[config.mk]
export PLATFORM = sky130hd
export DESIGN_NAME = cfc_flow_src
export DESIGN_NICKNAME = d
export VERILOG_FILES = /design/src/rtl/cfc_pkg.sv /design/src/rtl/cfc_ack_rx.sv /design/src/rtl/cfc_pkt_buf.sv /design/src/rtl/cfc_credit_gate.sv /design/src/rtl/cfc_flow_src.sv
export SDC_FILE = /design/constraint.sdc
export NUM_CORES = 2
export LEC_CHECK = 0
export BUFFER_PORTS_ARGS = -buffer_cell sky130_fd_sc_hd__buf_4
export CORE_MARGIN = 4
export CORE_UTILIZATION = 56
export DETAILED_ROUTE_END_ITERATION = 8
export PLACE_DENSITY = 0.76
export SLEW_MARGIN = 0
export SYNTH_ARGS = -nofsm -noshare
export SYNTH_HDL_FRONTEND = slang
export SYNTH_SLANG_ARGS = --single-unit
[constraint.sdc]
create_clock -name clk -period 5.2 [get_ports clk]
set_clock_uncertainty 0.1 [all_clocks]
set_input_delay 0.26 -clock clk [delete_from_list [all_inputs] [get_ports clk]]
set_output_delay 0.26 -clock clk [all_outputs]
set_load 0.01 [all_outputs]
[src/rtl/cfc_pkg.sv]
package cfc_pkg;
  localparam int CW = 12;
  typedef logic [CW-1:0] cnt_t;

  // packets in flight, modulo 2^CW
  function automatic cnt_t in_flight(cnt_t launched, cnt_t returned);
    return launched - returned;
  endfunction

  // first-beat type code for a flow-control packet: bits 63,62,60 = 0,1,0
  function automatic logic is_fc_hdr(logic [63:0] hdr);
    return (hdr[63] == 1'b0) && (hdr[62] == 1'b1) && (hdr[60] == 1'b0);
  endfunction
endpackage

[src/rtl/cfc_ack_rx.sv]
module cfc_ack_rx
  import cfc_pkg::*;
(
  input  logic        clk,
  input  logic        rst,
  input  logic [63:0] fc_tdata,
  input  logic        fc_tlast,
  input  logic        fc_tvalid,
  input  logic        clear,
  output cnt_t        acked,
  output logic        ack_upd
);
  logic at_first;
  logic take_next;

  assign ack_upd = fc_tvalid && !at_first && take_next && !clear;

  always_ff @(posedge clk) begin
    if (rst) begin
      at_first  <= 1'b1;
      take_next <= 1'b0;
      acked     <= '0;
    end else begin
      if (fc_tvalid) begin
        at_first <= fc_tlast;
        if (at_first) take_next <= is_fc_hdr(fc_tdata) && !fc_tlast;
        else          take_next <= 1'b0;
      end
      if (clear)        acked <= '0;
      else if (ack_upd) acked <= fc_tdata[CW-1:0];
    end
  end
endmodule

[src/rtl/cfc_pkt_buf.sv]
module cfc_pkt_buf #(
  parameter int DW    = 64,
  parameter int DEPTH = 32
) (
  input  logic          clk,
  input  logic          rst,
  input  logic          wr_en,
  input  logic [DW-1:0] wr_data,
  input  logic          wr_last,
  input  logic          rewind,
  input  logic          rd_en,
  output logic [DW-1:0] rd_data,
  output logic          rd_last,
  output logic          full,
  output logic          pkt_avail
);
  localparam int AW = $clog2(DEPTH);
  localparam int PW = AW + 1;
  localparam logic [PW-1:0] FULL_LVL = PW'(DEPTH);

  logic [DW:0]   mem [DEPTH];
  logic [PW-1:0] wr_ptr, cm_ptr, rd_ptr, pkt_cnt;
  logic          commit, retire;

  assign commit    = wr_en && wr_last;
  assign retire    = rd_en && rd_last;
  assign full      = (wr_ptr - rd_ptr) == FULL_LVL;
  assign pkt_avail = pkt_cnt != '0;
  assign rd_data   = mem[rd_ptr[AW-1:0]][DW-1:0];
  assign rd_last   = mem[rd_ptr[AW-1:0]][DW];

  always_ff @(posedge clk) begin
    if (wr_en) mem[wr_ptr[AW-1:0]] <= {wr_last, wr_data};
  end

  always_ff @(posedge clk) begin
    if (rst) begin
      wr_ptr  <= '0;
      cm_ptr  <= '0;
      rd_ptr  <= '0;
      pkt_cnt <= '0;
    end else begin
      if (rewind)      wr_ptr <= cm_ptr;
      else if (wr_en)  wr_ptr <= wr_ptr + 1'b1;
      if (commit)      cm_ptr <= wr_ptr + 1'b1;
      if (rd_en)       rd_ptr <= rd_ptr + 1'b1;
      case ({commit, retire})
        2'b10:   pkt_cnt <= pkt_cnt + 1'b1;
        2'b01:   pkt_cnt <= pkt_cnt - 1'b1;
        default: pkt_cnt <= pkt_cnt;
      endcase
    end
  end
endmodule

[src/rtl/cfc_credit_gate.sv]
module cfc_credit_gate
  import cfc_pkg::*;
#(
  parameter logic [7:0]    WIN_ADDR = 8'h10,
  parameter logic [CW-1:0] WIN_RST  = 12'd4
) (
  input  logic        clk,
  input  logic        rst,
  input  logic        reg_stb,
  input  logic [7:0]  reg_addr,
  input  logic [31:0] reg_data,
  input  cnt_t        acked,
  input  logic        pkt_avail,
  input  logic        rd_last,
  input  logic        out_tready,
  output logic        out_tvalid,
  output logic        beat_fire,
  output logic        hdr_fire,
  output logic        win_wr,
  output logic        credit_ok,
  output logic        busy,
  output cnt_t        sent,
  output cnt_t        window,
  output cnt_t        outstanding
);
  logic in_pkt;

  assign win_wr      = reg_stb && (reg_addr == WIN_ADDR);
  assign outstanding = in_flight(sent, acked);
  assign credit_ok   = outstanding < window;
  assign out_tvalid  = busy || (pkt_avail && credit_ok);
  assign beat_fire   = out_tvalid && out_tready;
  assign hdr_fire    = beat_fire && !in_pkt;

  always_ff @(posedge clk) begin
    if (rst) begin
      in_pkt <= 1'b0;
      busy   <= 1'b0;
      sent   <= '0;
      window <= WIN_RST;
    end else begin
      if (beat_fire)        in_pkt <= !rd_last;
      if (beat_fire && rd_last) busy <= 1'b0;
      else if (out_tvalid)      busy <= 1'b1;
      if (win_wr) begin
        sent   <= '0;
        window <= reg_data[CW-1:0];
      end else if (hdr_fire) begin
        sent   <= sent + 1'b1;
      end
    end
  end
endmodule

[src/rtl/cfc_flow_src.sv]
module cfc_flow_src
  import cfc_pkg::*;
#(
  parameter int            DW       = 64,
  parameter int            DEPTH    = 32,
  parameter int            OVF_W    = 16,
  parameter logic [7:0]    WIN_ADDR = 8'h10,
  parameter logic [CW-1:0] WIN_RST  = 12'd4
) (
  input  logic             clk,
  input  logic             rst,
  input  logic [DW-1:0]    in_tdata,
  input  logic             in_tlast,
  input  logic             in_tvalid,
  output logic             in_tready,
  output logic [DW-1:0]    out_tdata,
  output logic             out_tlast,
  output logic             out_tvalid,
  input  logic             out_tready,
  input  logic [63:0]      fc_tdata,
  input  logic             fc_tlast,
  input  logic             fc_tvalid,
  output logic             fc_tready,
  input  logic             reg_stb,
  input  logic [7:0]       reg_addr,
  input  logic [31:0]      reg_data,
  output logic [OVF_W-1:0] ovf_count
);
  // named internal events
  logic wr_en, rewind, drop_start, dropping;
  logic full, pkt_avail, beat_fire, hdr_fire, win_wr, credit_ok, busy, ack_upd;
  cnt_t acked, sent, window, outstanding;

  assign fc_tready = 1'b1;

  cfc_ack_rx u_ack (
    .clk(clk), .rst(rst), .fc_tdata(fc_tdata), .fc_tlast(fc_tlast),
    .fc_tvalid(fc_tvalid), .clear(win_wr), .acked(acked), .ack_upd(ack_upd)
  );

  cfc_pkt_buf #(.DW(DW), .DEPTH(DEPTH)) u_buf (
    .clk(clk), .rst(rst), .wr_en(wr_en), .wr_data(in_tdata), .wr_last(in_tlast),
    .rewind(rewind), .rd_en(beat_fire), .rd_data(out_tdata), .rd_last(out_tlast),
    .full(full), .pkt_avail(pkt_avail)
  );

  cfc_credit_gate #(.WIN_ADDR(WIN_ADDR), .WIN_RST(WIN_RST)) u_gate (
    .clk(clk), .rst(rst), .reg_stb(reg_stb), .reg_addr(reg_addr), .reg_data(reg_data),
    .acked(acked), .pkt_avail(pkt_avail), .rd_last(out_tlast), .out_tready(out_tready),
    .out_tvalid(out_tvalid), .beat_fire(beat_fire), .hdr_fire(hdr_fire), .win_wr(win_wr),
    .credit_ok(credit_ok), .busy(busy), .sent(sent), .window(window),
    .outstanding(outstanding)
  );

  // ingress: store, stall, or discard the whole packet
  always_comb begin
    in_tready  = 1'b1;
    wr_en      = 1'b0;
    rewind     = 1'b0;
    drop_start = 1'b0;
    if (dropping) begin
      in_tready = 1'b1;
    end else if (!full) begin
      wr_en = in_tvalid;
    end else if (credit_ok || busy) begin
      in_tready = 1'b0;
    end else begin
      rewind     = in_tvalid;
      drop_start = in_tvalid;
    end
  end

  always_ff @(posedge clk) begin
    if (rst) begin
      dropping  <= 1'b0;
      ovf_count <= '0;
    end else begin
      if (drop_start) begin
        dropping  <= !in_tlast;
        ovf_count <= ovf_count + 1'b1;
      end else if (dropping && in_tvalid && in_tlast) begin
        dropping  <= 1'b0;
      end
    end
  end
endmodule

==> metrics.cfg <==
[outcome]
status = finished, final reports clean

[logic_synthesis]
ys.flop_type = edfxtp_1
synth.top_cells.by_area = edfxtp_1 (75%), mux4_2 (18%), dfxtp_1 (2.1%), mux2_2 (0.89%), ha_1 (0.58%)
synthTopCellsByCount = edfxtp_1 (2080), mux4_2 (649), clkbuf_1 (118)
synth_top_area_frac = 0.748
synth.most_common_cell = edfxtp_1
ys_seq_area_frac = 0.769
netlist_area_um2 = 83500
yosys.area.top_type = edfxtp_1
postSynthCellCount = 3593
synth.avg_cell_area_um2 = 23.2
synth_nets = 3810
yosysWarnings = 0
synth-edff-count = 2080
synth_seq_cells = 2166
synthArstFlopShare = 0
synth_cell_types = 55

[global_routing]
grt_use_total = 0.273
antenna_found_initial = 9
grt_pass1_wl_um = 305000
grt_max_degree = 133
first_global_vias = 42300
grt-ovfl-total = 0

[floorplanning]
core_um2 = 148000
start_util = 0.564
rows = 141
die_h_um = 394
die_x_um = 394
boundaryPins = 260
dieArea_um2 = 155000

[final_layout]
nNetsFinal = 4272
final_cell_area_um2 = 96400
syn_to_final_growth_pct = 15.4
post_layout_nonfiller_instances = 6167
drive_gt1_frac = 0.320
fillCellCount = 9059

[sta]
min_period_over_period = 0.967
period_needed_ns = 5.03
finalMaxSlewViolations = 0
tns_ns = 0
setup_viol = 0
slew_headroom = 0.257
fmax_mhz = 199
hold_viol_final = 0
whs_ns = 0.0562
worst_pin_slew_ns = 1.11

[route]
antenna_left = 0
wl_per_cell_um = 34.1
met1_length_um = 75900
drt_iter0_drc = 6273
drc = 0
met2_length_um = 107000
via_count = 41400
routed_via_density = 6.71
first_pass_iters = 5
routed.top_layer = met5
wirelength_um = 210000
wl_met3_um = 20100

[clock_tree]
cts_tree = yes
cts_inserted_buffers = 206
root_buffer = clkbuf_16
cts_sinks = 2166
worstSkewPairLatency_ns = 0.81
h-tree-depth = 4
clk_pin_slew_worst_paths_ns = 0.06
cts_buffer_depth = 3

[critical_path]
critPathTopFamily = compound AO/OA/AOI/OAI gates
max_stage_delay_ns = 0.39
critPathBufInv = 2
worstSetupEndpointType = flop
cp.required_ns = 5.77
cp_slowest_cell = o41ai_2
crit_arrival_ns = 5.60
cp-start-kind = flop
crit_type = reg -> reg
cp_max_fo = 3
path_cells = inv_1, ha_1, nor2b_1, o31a_1, o41ai_2, o21ai_1, buf_4, nor2_2, xnor2_1, ha_1, a41oi_2, o21ai_2, nand3b_1, o21a_1, nor3_2, ha_2, ha_1, a21o_1, a21o_1, a21o_1, a311oi_2, xor2_1, nor2_1

[worst_hold_path]
worstHoldPathType = in -> reg

[placed_design]
detailed_place_hpwl_um = 96000
dp_cells = 5638
port_buffers = 189
post_dp_cell_area_um2 = 88300
gp_congestion = 0.770

[pwr]
p_total_mw = 39.9
vdd_ir_drop_max_v = 0.000337
p_leak_nw = 29.7
power_density_nw_per_um2 = 414

[job]
max_cap_viol_count = 0

## cells by family after synthesis
logic type / count (synthesis) / synth area share
AO/OA/AOI/OAI: 141 / 0.0110
flip-flops: 2166 / 0.769
other: 1 / 0.0000449
XOR/XNOR: 26 / 0.00273
multiplexers: 733 / 0.186
adder cells (fa/ha/maj): 41 / 0.00632
buffers and inverters: 223 / 0.0101
AND/OR/NAND/NOR: 262 / 0.0149
## through the flow
stage	worst slack, ns	utilization
2_1_floorplan	-0.0302	-
3_3_place_gp	0.108	0.596
3_5_place_dp	0.0110	0.596
4_1_cts	0.00974	0.650
5_1_grt	-0.0756	0.651
6_report	0.169	0.651
## timing repair
action,CTS,global route
pin swaps,0,15
buffers inserted,0,3
hold endpoints to repair,2165,0
setup endpoints to repair,1,7
resized for setup,3,16
hold buffers,136,0
## placed cells by master (no fill, tap or decap), types with 9 or more instances in the layout
master / instances
edfxtp_1: 2080
nor3_1: 15
nand2_1: 58
nor2_1: 61
nand3_1: 24
clkinvlp_4: 10
nand4_1: 10
clkinv_1: 59
inv_1: 41
or4_1: 11
clkinv_2: 28
ha_1: 37
nor2_4: 32
a21oi_1: 52
dfxtp_1: 81
mux4_2: 649
mux2i_1: 18
xnor2_1: 17
o31ai_1: 14
dlygate4sd3_1: 136
buf_12: 46
bufinv_16: 17
clkbuf_16: 212
o21ai_0: 13
buf_4: 253
mux2_2: 66
xor2_1: 9
clkbuf_1: 46
## report_power, final
| part | switching [mW] | leakage, nW | total, mW | internal (mW) |
|---|---|---|---|---|
| Sequential | 0.137 | 19.4 | 19.4 | 19.2 |
| Clock | 6.40 | 3.19 | 14.7 | 8.31 |
| Combinational | 2.79 | 7.03 | 5.79 | 2.99 |
## cell type report
class	instances	area (um2)	area share
Inverter	42	161	0.00167
Sequential cell	2166	64200	0.666
Tap cell	1930	2410	0.0251
Clock inverter	127	1140	0.0118
Antenna cell	5	12.5	0.000130
Timing Repair Buffer	435	4180	0.0434
Clock buffer	258	5480	0.0568
Multi-Input combinational cell	1204	18800	0.195
## path summary, 6_finish.rpt
path | startpoint | cells past startpoint | to | slack (ns)
worst max register to register | u_ack.acked[1] | 23 | u_buf.pkt_cnt[5] | 0.17
worst min register to register | u_buf.cm_ptr[0] | 2 | u_buf.wr_ptr[0] | 0.35
worst max-delay path | u_ack.acked[1] | 23 | u_buf.pkt_cnt[5] | 0.17
worst min-delay path | fc_tvalid | 5 | u_ack.acked[0] | 0.06
## state kept, by name, summed over array words and instances, names as in the netlist, named ones only
signal,flops
u_buf.rd_ptr,6
dropping,1
u_gate.window,12
u_gate.busy,1
u_buf.mem,2080
u_ack.acked,12
u_buf.cm_ptr,6
ovf_count,16
u_ack.take_next,1
u_buf.wr_ptr,6
u_gate.sent,12
u_ack.at_first,1
u_gate.in_pkt,1
u_buf.pkt_cnt,6
## per-layer routing
layer / global-route usage / vias to the layer above
met5: 0 / -
met1: 0.375 / 21800
met4: 0.0870 / 8
li1: - / 16300
met2: 0.453 / 2873
met3: 0.0481 / 442
## tightest hold or removal path: stages
cell     delay [ns]
buf_4          0.13
nand2_1        0.06
or2_2          0.27
nand2_1        0.08
a21oi_1        0.12
(Power assumes the default switching activity.)
